### config.mk
export PLATFORM = sky130hd
export DESIGN_NAME = gtimer_bank
export DESIGN_NICKNAME = d
export VERILOG_FILES = /design/src/rtl/gtimer_pkg.sv /design/src/rtl/gtimer_ctrl.sv /design/src/rtl/gtimer_datapath.sv /design/src/rtl/gtimer_bank.sv
export SDC_FILE = /design/constraint.sdc
export NUM_CORES = 1
export LEC_CHECK = 0
export ABC_AREA = 1
export CAP_MARGIN = 20
export CORE_ASPECT_RATIO = 1.4
export CORE_MARGIN = 8
export CORE_UTILIZATION = 48
export DETAILED_ROUTE_END_ITERATION = 16
export PLACE_DENSITY = 0.72
export SLEW_MARGIN = 15
export SYNTH_ARGS = -nofsm -noshare
export SYNTH_HDL_FRONTEND = slang
export SYNTH_SLANG_ARGS = --single-unit
### constraint.sdc
create_clock -name clk -period 2.7 [get_ports clk]
set_input_delay 0.27 -clock clk [delete_from_list [all_inputs] [get_ports clk]]
set_output_delay 0.27 -clock clk [all_outputs]
set_load 0.005 [all_outputs]
### src/rtl/gtimer_pkg.sv
package gtimer_pkg;
  localparam int DATA_W  = 32;
  localparam int CNT_W   = DATA_W - 1;
  localparam int CH_W    = 2;
  localparam int NUM_CH  = 1 << CH_W;
  localparam int ADDR_W  = 8;
  localparam int OFF_W   = 2;
  localparam int LOW_W   = ADDR_W - CH_W - OFF_W;
  localparam logic [OFF_W-1:0] OFF_CUR  = 2'd0;
  localparam logic [OFF_W-1:0] OFF_BASE = 2'd1;
  localparam logic [DATA_W-1:0] BASE_RESET = {1'b1, {CNT_W{1'b0}}};

  // Strobes from control to datapath, one bit per channel.
  typedef struct packed {
    logic [NUM_CH-1:0] loadBase;
    logic [NUM_CH-1:0] start;
    logic [NUM_CH-1:0] stop;
    logic [DATA_W-1:0] wrData;
  } tmrStrobe_t;
endpackage

### src/rtl/gtimer_ctrl.sv
module gtimer_ctrl
  import gtimer_pkg::*;
(
  input  logic              busWrEn,
  input  logic [ADDR_W-1:0] busAddr,
  input  logic [DATA_W-1:0] busWrData,
  input  logic [DATA_W-1:0] baseReg [NUM_CH],
  input  logic [DATA_W-1:0] curReg  [NUM_CH],
  output tmrStrobe_t        strb,
  output logic [DATA_W-1:0] busRdData
);
  logic [CH_W-1:0]  chSel;
  logic [OFF_W-1:0] offSel;
  logic             aligned;
  logic             oldStop;
  logic             newStop;

  assign chSel   = busAddr[ADDR_W-1 -: CH_W];
  assign offSel  = busAddr[ADDR_W-CH_W-1 -: OFF_W];
  assign aligned = (busAddr[LOW_W-1:0] == '0);
  assign oldStop = baseReg[chSel][DATA_W-1];
  assign newStop = busWrData[DATA_W-1];

  // Decode writes into per-channel strobes; only flag transitions start/stop.
  always_comb begin
    strb        = '0;
    strb.wrData = busWrData;
    if (busWrEn && aligned && offSel == OFF_BASE) begin
      strb.loadBase[chSel] = 1'b1;
      if (oldStop && !newStop) strb.start[chSel] = 1'b1;
      if (!oldStop && newStop) strb.stop[chSel]  = 1'b1;
    end
  end

  always_comb begin
    busRdData = '0;
    if (aligned) begin
      case (offSel)
        OFF_CUR:  busRdData = curReg[chSel];
        OFF_BASE: busRdData = baseReg[chSel];
        default:  busRdData = '0;
      endcase
    end
  end
endmodule

### src/rtl/gtimer_datapath.sv
module gtimer_datapath
  import gtimer_pkg::*;
(
  input  logic              clk,
  input  logic              rstN,
  input  logic              tickEn,
  input  tmrStrobe_t        strb,
  output logic [DATA_W-1:0] baseReg [NUM_CH],
  output logic [DATA_W-1:0] curReg  [NUM_CH],
  output logic [NUM_CH-1:0] timerIrq
);
  for (genvar ch = 0; ch < NUM_CH; ch++) begin : g_ch
    logic [DATA_W-1:0] baseVal;
    logic [CNT_W-1:0]  cntVal;
    logic              togBit;
    logic              pulse;
    logic              running;
    logic              lastTick;

    assign running  = !baseVal[DATA_W-1];
    assign lastTick = (cntVal <= CNT_W'(1));

    always_ff @(posedge clk) begin
      if (!rstN) begin
        baseVal <= BASE_RESET;
        cntVal  <= '0;
        togBit  <= 1'b0;
        pulse   <= 1'b0;
      end else begin
        pulse <= 1'b0;
        if (strb.loadBase[ch]) baseVal <= strb.wrData;
        if (strb.stop[ch]) begin
          cntVal <= '0;
        end else if (strb.start[ch]) begin
          cntVal <= strb.wrData[CNT_W-1:0];
        end else if (running && tickEn) begin
          if (lastTick) begin
            cntVal <= baseVal[CNT_W-1:0];
            togBit <= ~togBit;
            pulse  <= 1'b1;
          end else begin
            cntVal <= cntVal - 1'b1;
          end
        end
      end
    end

    assign baseReg[ch]  = baseVal;
    assign curReg[ch]   = {togBit, cntVal};
    assign timerIrq[ch] = pulse;
  end
endmodule

### src/rtl/gtimer_bank.sv
module gtimer_bank
  import gtimer_pkg::*;
(
  input  logic              clk,
  input  logic              rstN,
  input  logic              busWrEn,
  input  logic [ADDR_W-1:0] busAddr,
  input  logic [DATA_W-1:0] busWrData,
  output logic [DATA_W-1:0] busRdData,
  input  logic              tickEn,
  output logic [NUM_CH-1:0] timerIrq
);
  tmrStrobe_t        strb;
  logic [DATA_W-1:0] baseReg [NUM_CH];
  logic [DATA_W-1:0] curReg  [NUM_CH];

  gtimer_ctrl u_ctrl (
    .busWrEn   (busWrEn),
    .busAddr   (busAddr),
    .busWrData (busWrData),
    .baseReg   (baseReg),
    .curReg    (curReg),
    .strb      (strb),
    .busRdData (busRdData)
  );

  gtimer_datapath u_dp (
    .clk      (clk),
    .rstN     (rstN),
    .tickEn   (tickEn),
    .strb     (strb),
    .baseReg  (baseReg),
    .curReg   (curReg),
    .timerIrq (timerIrq)
  );
endmodule

# Word level (Yosys, flattened, before mapping)
# Index checks and enable logic that the tools add are counted.
# classes
n_addsub	4
n_lt_le_gt_ge	7
eq_ne	1
mux	29
bitwise	18
reduce_logical	33
# ops
op	count
$mux W31	12
$mux W32	5
$bmux W32 S2	2
$le A31 B1 Y1 const B	4
$sub A31 B1 Y31 const B	4
$pmux W32 S2	1
$not A1 Y1	17
$reduce_and A4 Y1	4
$reduce_or A4 Y1	4
$mux W12	1
$logic_and A1 B1 Y1	9
$mux W4	2
$reduce_bool A2 Y1	4
$reduce_or A2 Y1	4
$logic_not A1 Y1	6
$mux W1	5
$logic_not A4 Y1	1
$ge A3 B3 Y1 const B	1
$lt A2 B3 Y1 const B	1
$not A2 Y3	1
$demux W1 S2	1
$eq A2 B1 Y1 const B	1
$ge A2 B1 Y1 const B	1
$logic_not A2 Y1	1
# word_totals
reg_bits	260
input_bits	44
output_inout_bits	36
word_cells	108

# Logic depth before layout (Yosys ltp)
# Gate-level depths: netlist of the first run.
# logic_depth
depth_word	10
mapped_depth	13

# Hierarchy
# A second synthesis of the first run with hierarchy kept.
# unflattened
hier_cells	3275
area_unflattened_um2	18743.0
# modules_own_cells
module	n_inst	cells_per_inst	area_per_inst_um2
gtimer_datapath	1	2486	15449.8
gtimer_ctrl	1	789	3293.2

# Least setup slack after synthesis of the first run
# No wires, ideal clock.
# synth_timing
kind	register to register
start	register u_dp.g_ch[0].cntVal[8]
end	register u_dp.g_ch[0].cntVal[1]
arrival_time_ps	1511
setup_slack_ps	1063
stages_incl_launch_ff	13
path_buffers	2
path_cell_list	dfxtp_1 > nor2_1 > nand2_1 > nor2_1 > nand2_1 > inv_1 > nand2_1 > nand2_1 > buf_4 > buf_4 > nand2_1 > nand3_1 > a21oi_1
# synth_via
elab_chain_cells	4
# synth_lines
item	line_no	rtl
start, declared	gtimer_datapath.sv:14	logic [CNT_W-1:0] cntVal;
start signal, assigned	gtimer_datapath.sv:35	cntVal <= strb.wrData[CNT_W-1:0];
start signal, assigned	gtimer_datapath.sv:38	cntVal <= baseVal[CNT_W-1:0];
start signal, assigned	gtimer_datapath.sv:42	cntVal <= cntVal - 1'b1;
$le A31 B1 Y1	gtimer_datapath.sv:21	assign lastTick = (cntVal <= CNT_W'(1));
$mux W31	gtimer_datapath.sv:37	if (lastTick) begin
$mux W31	gtimer_datapath.sv:36	end else if (running && tickEn) begin
$mux W31	gtimer_datapath.sv:34	end else if (strb.start[ch]) begin
# No other way between the ends. The select of a mux whose other input is x is not followed.
# A chain may end at the register's enable or synchronous reset.

# Worst setup path in the final report of the first run
# layout_timing
start	register u_dp.g_ch[0].cntVal[25]
end	output port busRdData[25]
# layout_via
elab_chain_cells	5
# layout_lines
item	line_no	rtl
$bmux W32 S2	gtimer_ctrl.sv:39	OFF_CUR: busRdData = curReg[chSel];
$mux W32 (not written as such) (2 in a row)	gtimer_ctrl.sv:39	
$pmux W32 S2	gtimer_ctrl.sv:38	case (offSel)
$mux W32	gtimer_ctrl.sv:37	if (aligned) begin
end, declared	gtimer_bank.sv:9	output logic [DATA_W-1:0] busRdData,
# No other way between the ends. The select of a mux whose other input is x is not followed.

==> results of run 1 <==
[worst max path at each step]
| stage | startpoint | end | slack, ns | depth (start not counted) |
|---|---|---|---|---|
| CTS | busAddr[7] | busRdData[12] | 0.003 | 9 |
| global placement | busAddr[6] | busRdData[9] | -0.04 | 10 |
| detailed placement | busAddr[7] | busRdData[22] | -0.1 | 8 |
| global route | busAddr[6] | busRdData[15] | 0.03 | 9 |
| finish | u_dp.g_ch[0].cntVal[25] | busRdData[25] | 0.11 | 5 |
| floorplan | u_dp.g_ch[0].cntVal[8] | u_dp.g_ch[0].cntVal[1] | 1.06 | 12 |
[timing repair]
action	in CTS	in global routing
endpoints found under the setup margin	22	30
gates resized for setup	5	2
gates cloned	0	0
hold buffers	0	0
[worst register-to-register path, cell delays in order (launching register included)]
cell and delay (ns):
dfxtp_1 0.36, nor2_1 0.25, nand2_1 0.14, nor2_1 0.31, nand2_1 0.22, nor2_1 0.18
nor2_2 0.11, buf_4 0.20, nor2_1 0.27, nand2_1 0.08, nand2_1 0.07, a21oi_1 0.05
[stage by stage]
step	worst slack (ns)	hold slack (ns)	power, W	std cells	TNS (ns)
finish	0.107	0.175	0.00868	3511	0
global route	0.0278	0.198	0.00888	3511	0
CTS	0.00315	0.168	0.00869	3511	0
detailed placement	-0.0973	0.461	0.00446	3458	-0.851
global placement	-0.0400	0.448	0.00446	3458	-0.0667
floorplan	1.06	0.419	0.00417	2966	0
[state kept, by name (all words and copies together), names as in the netlist]
signal             count
u_dp.g_ch.baseVal    128
u_dp.g_ch.cntVal     124
u_dp.g_ch.pulse        4
u_dp.g_ch.togBit       4
[logic make-up after synthesis]
| kind of cell | count (synthesis) | synth area share |
|---|---|---|
| xor+xnor | 29 | 0.0146 |
| flops | 260 | 0.299 |
| simple gates | 1311 | 0.319 |
| compound gates | 743 | 0.223 |
| buf+inv | 615 | 0.139 |
| fa+ha+maj | 8 | 0.00575 |
[power by group through the flow]
| stage | Sequential (W) | Clock, W | Combinational [W] |
|---|---|---|---|
| 2_1_floorplan | 0.00393 | 0 | 0.000246 |
| 3_3_place_gp | 0.00393 | 0 | 0.000528 |
| 3_5_place_dp | 0.00393 | 0 | 0.000534 |
| 4_1_cts | 0.00384 | 0.00431 | 0.000536 |
| 5_1_grt | 0.00384 | 0.00447 | 0.000575 |
| 6_report | 0.00384 | 0.00429 | 0.000548 |
[layout make-up]
| class | instances | share of cell area |
|---|---|---|
| clock inverter | 17 | 0.0110 |
| tap | 462 | 0.0285 |
| multi-input combinational | 2091 | 0.485 |
| clock buffer | 36 | 0.0385 |
| inverter | 457 | 0.0845 |
| timing repair buffer | 188 | 0.0958 |
| sequential | 260 | 0.256 |
[cells in the final DEF (no fill, tap or decap), types with 2 or more instances in the layout]
| master | instances |
|---|---|
| nor3_1 | 3 |
| buf_4 | 83 |
| nand2_1 | 622 |
| nand4_1 | 32 |
| o211ai_1 | 3 |
| xnor2_1 | 3 |
| and2_1 | 2 |
| clkinv_1 | 4 |
| clkbuf_1 | 4 |
| clkinv_2 | 9 |
| clkbuf_8 | 3 |
| clkbuf_16 | 29 |
| a21oi_2 | 3 |
| nor2_1 | 278 |
| nor2_4 | 4 |
| clkdlybuf4s50_1 | 76 |
| nand3_1 | 333 |
| clkinvlp_4 | 2 |
| nand2_2 | 6 |
| a21oi_1 | 294 |
| nor2_2 | 19 |
| ha_1 | 8 |
| bufinv_16 | 5 |
| o21ai_0 | 253 |
| o21ai_1 | 72 |
| nand3b_1 | 6 |
| xor2_1 | 26 |
| dfxtp_1 | 260 |
| inv_6 | 2 |
| buf_12 | 27 |
| inv_2 | 6 |
| a22oi_1 | 11 |
| o22ai_1 | 104 |
| nor3_4 | 2 |
| inv_1 | 446 |
[metal layers]
| layer | track usage | up-vias |
|---|---|---|
| met5 | 0 | - |
| met4 | 0.198 | 0 |
| met3 | 0.0430 | 215 |
| met2 | 0.554 | 1032 |
| met1 | 0.417 | 9454 |
| li1 | - | 9810 |
==> impl_metrics.json, run 1 <==
{
  "p_comb_frac": 0.063,
  "final_util": 0.567,
  "multi_input_area_sq_um": 9850,
  "htreeDepth": 1,
  "vdd_drop_max_v": 0.000542,
  "numCtsBuffers": 29,
  "clockPowerShare": 0.494,
  "diodes": 0,
  "syn_area_per_cell_sq_um": 5.87,
  "hpwl_microns": 56800,
  "cts-root-buf": "clkbuf_16",
  "die_area_sq_um": 42700,
  "hold_path.class": "primary input to flip-flop",
  "fin_crit_ns": 2.59,
  "arrival_ns": 2.32,
  "placed_cell_area_sq_um": 19300,
  "dieHeight_microns": 241,
  "crit_type": "flip-flop to output port",
  "vias": 20500,
  "rsz0062_at_grt": "no",
  "ant_nets": 0,
  "rr_endpoint": "u_dp.g_ch[0].togBit",
  "synth_top_cell_area_share": 0.299,
  "synth-edff-count": 0,
  "regArea_sq_um": 5200,
  "synth-seq-cells": 260,
  "ys.warnings.count": 0,
  "required_ns": 2.43,
  "synth-main-ff-cell": "dfxtp_1",
  "critPathLaunchType": "flip-flop",
  "finalMaxSlewViolations": 0,
  "cellPowerDensity_nw_per_um2": 428,
  "p_sw_frac": 0.246,
  "firstDrtPassIters": 7,
  "synthDistinctLibCells": 36,
  "relSlewSlack": 0.552,
  "fin_nets": 3079,
  "hold_end": "u_dp.g_ch[1].pulse",
  "finalSetupViolCount": 0,
  "wl_met1_microns": 28900,
  "path_cells": "inv_1, o22ai_1, o21ai_0, a21oi_1, clkdlybuf4s50_1",
  "reg2reg_setup_slack_ns": 0.33,
  "synth.cell_area_sq_um": 17400,
  "p_int_w": 0.00654,
  "skew_ns": 0.0189,
  "cts_setup_buffers": 0,
  "path_clk_slew_ns": 0.07,
  "drt_wl_total_microns": 73700,
  "holdPathStages": 3,
  "drt_iter0_markers": 1952,
  "synth_area_leaders": "dfxtp_1 (30%), nand2_1 (13%), inv_1 (9.6%)",
  "initial_core_util": 0.486,
  "path_buf_inv": 2,
  "status": "complete, no violations",
  "grt_max_degree": 76,
  "wl_per_cell_microns": 21.0,
  "insertion_delay_ns": 0.57,
  "gp_congestion": 1.09,
  "p_leak_nw": 9.10,
  "grt.total_usage": 0.337,
  "area_delta_synth_final_pct": 16.6,
  "cap_violations": 0,
  "num_rows": 82,
  "reg2reg_from": "u_dp.g_ch[0].cntVal[13]",
  "crit_family": "buffers and inverters",
  "wl_met3_microns": 6360,
  "holdCritStartpoint": "rstN",
  "gr-total-overflow": 0,
  "p_switching_w": 0.00214,
  "via_per_inst": 5.84,
  "crit_path_max_fanout": 5,
  "reg2regPathDepth": 11,
  "tightest_slew_ns": 0.672,
  "synthCells": 2966,
  "route.met2.wl_microns": 33800,
  "antenna_found_initial": 0,
  "io_buffers": 79,
  "finalInstanceArea_sq_um": 20300,
  "max_freq_mhz": 386,
  "synth_nets": 3018,
  "die_w_microns": 177,
  "hold_violations": 0,
  "cts.sinks": 260,
  "critPathMaxStageDelay_ns": 0.54,
  "ys_async_sr_fraction": 0,
  "yosys.area.top_type": "dfxtp_1",
  "synth-seq-area-share": 0.299,
  "drive_gt1_frac": 0.0672,
  "ys_top_cells_by_count": "nand2_1 (623), inv_1 (446), nand3_1 (333)",
  "cpMaxStageDelayCell": "clkdlybuf4s50_1",
  "crit_path_end_kind": "output port",
  "grt_pass1_wl_microns": 111000,
  "top_layer": "met4",
  "cts_tree": "yes",
  "clockBufferDepth": 3,
  "yosysMostFrequentCell": "nand2_1",
  "num-fill-cells": 3671,
  "io_pins": 80,
  "grt_pass1_vias": 19300,
  "power_frac_seq": 0.443,
  "period_share": 0.961,
  "drc": 0,
  "fp.coreArea_sq_um": 35800
}
(Power assumes the default switching activity.)
==> run 2: changes to the inputs <==
--- a/config.mk
+++ b/config.mk
@@ -9,9 +9,9 @@
 export CAP_MARGIN = 20
 export CORE_ASPECT_RATIO = 1.4
 export CORE_MARGIN = 8
-export CORE_UTILIZATION = 48
+export CORE_UTILIZATION = 35
 export DETAILED_ROUTE_END_ITERATION = 16
-export PLACE_DENSITY = 0.72
+export PLACE_DENSITY = 0.57
 export SLEW_MARGIN = 15
 export SYNTH_ARGS = -nofsm -noshare
 export SYNTH_HDL_FRONTEND = slang
==> impl_metrics.json, run 2 (synthesis gave the netlist of run 1 again) <==
{
  "num_rows": 96,
  "reg2regPathDepth": 10,
  "vdd_drop_max_v": 0.000480,
  "max_freq_mhz": 375,
  "instances_no_fill": 3704,
  "fin_crit_ns": 2.66,
  "area_delta_synth_final_pct": 20.1,
  "grt_pass1_vias": 19300,
  "tightest_slew_ns": 0.810,
  "via_per_inst": 5.55,
  "critPathLaunchType": "primary input",
  "finalMaxSlewViolations": 0,
  "drt_wl_total_microns": 82400,
  "required_ns": 2.43,
  "hpwl_microns": 61500,
  "cts-root-buf": "clkbuf_16",
  "skew_ns": 0.0208,
  "io_buffers": 79,
  "layout_commonest_cell": "nand2_1",
  "crit_path_max_fanout": 14,
  "drt_iter0_markers": 1721,
  "period_share": 0.987,
  "finalSetupViolCount": 0,
  "diodes": 0,
  "final_util": 0.426,
  "hold_path.class": "primary input to flip-flop",
  "gr-total-overflow": 0,
  "wl_per_cell_microns": 22.2,
  "drc": 0,
  "biggestRegsByFlops": "u_dp.g_ch.baseVal: 128 flops, u_dp.g_ch.cntVal: 124 flops",
  "status": "complete, no violations",
  "die_area_sq_um": 57300,
  "initial_core_util": 0.355,
  "largest_register_ffs": 128,
  "gp_congestion": 0.950,
  "hold_violations": 0,
  "rsz0062_at_grt": "yes",
  "reg2reg_setup_slack_ns": 0.21,
  "firstDrtPassIters": 7,
  "cts_tree": "yes",
  "grt_max_degree": 72,
  "crit_type": "primary input to output port",
  "p_leak_nw": 9.33,
  "dieHeight_microns": 280,
  "ant_nets": 0,
  "power_w": 0.00890,
  "htreeDepth": 1,
  "path_clk_slew_ns": 0.07,
  "crit_end": "busRdData[8]",
  "num-fill-cells": 5291,
  "cap_violations": 0,
  "grt_pass1_wl_microns": 120000,
  "grt.total_usage": 0.272,
  "holdWs_ns": 0.170,
  "arrival_ns": 2.39,
  "io_pins": 80,
  "clockBufferDepth": 3,
  "dpl.cell_count": 3642,
  "cellPowerDensity_nw_per_um2": 425,
  "vias": 20500,
  "drive_gt1_frac": 0.0841,
  "setup_tns_ns": 0,
  "numCtsBuffers": 31,
  "cts.sinks": 260,
  "rr_endpoint": "u_dp.g_ch[1].cntVal[25]",
  "antenna_found_initial": 0,
  "reg2reg_from": "u_dp.g_ch[1].cntVal[9]",
  "fin_nets": 3096,
  "cp-startpoint": "busAddr[7]",
  "top_register": "u_dp.g_ch.baseVal",
  "relSlewSlack": 0.460,
  "die_w_microns": 205,
  "final_cell_mix": "nand2_1 (622), inv_1 (443), nand3_1 (333), a21oi_1 (294), nor2_1 (278)",
  "fp.coreArea_sq_um": 49100,
  "crit_path_end_kind": "output port",
  "insertion_delay_ns": 0.59
}
-- run 2: what timing repair did --
item / CTS / global route
cloned: 0 / 5
hold buffers: 0 / 0
setup endpoints to repair: 31 / 29
buffers inserted: 0 / 1
gates resized for setup: 10 / 43
pin swaps: 0 / 9
-- run 2: how the worst min path moves through the flow --
stage                     slack [ns]                start  depth (start not counted)                  endpoint
after floorplan                 0.42        busWrData[31]                          2  u_dp.g_ch[2].baseVal[31]
after detailed placement        0.46  u_dp.g_ch[3].togBit                          2       u_dp.g_ch[3].togBit
after CTS                       0.12                 rstN                          3       u_dp.g_ch[0].togBit
final                           0.17                 rstN                          3       u_dp.g_ch[0].togBit
after global placement          0.45  u_dp.g_ch[0].togBit                          2       u_dp.g_ch[0].togBit
after global routing            0.18                 rstN                          3       u_dp.g_ch[0].togBit
-- run 2: area by class of cell --
cell class | count | area [sq um] | area share
clock inverter | 15 | 164 | 0.00783
multi-input combinational | 2091 | 10100 | 0.481
inverter | 457 | 1720 | 0.0820
tap | 637 | 797 | 0.0381
clock buffer | 41 | 883 | 0.0422
timing repair buffer | 203 | 2090 | 0.0997
sequential | 260 | 5200 | 0.249
-- run 2: metal layers --
layer	share of wire	vias to the layer above	track usage	routed length [microns]
met5	0	-	0	0
met2	0.48	901	0.462	39200
li1	-	9821	-	-
met1	0.41	9614	0.339	33400
met3	0.062	204	0.0275	5070
met4	0.057	0	0.133	4680
-- run 2: through the flow --
stage                     worst slack, ns  instance area, sq um
after global routing              -0.0501                 20900
final                              0.0362                 20900
after detailed placement           -0.135                 19500
after floorplan                      1.06                 17400
after CTS                         0.00658                 20600
after global placement             -0.102                 19500
-- run 2: critical path, cell delays in order --
cell	delay (ns)
clkdlybuf4s50_1	0.51
buf_6	0.15
nand2_4	0.12
clkbuf_16	0.23
o22ai_2	0.20
o21ai_0	0.12
a21oi_1	0.16
buf_4	0.13
clkdlybuf4s50_1	0.50
-- run 2: report_power, final --
part / total (W) / internal, W / switching (W)
clock network: 0.00445 / 0.00257 / 0.00187
registers: 0.00384 / 0.00384 / 0.00000400
logic: 0.000613 / 0.000188 / 0.000425
total: 0.00890 / 0.00660 / 0.00230
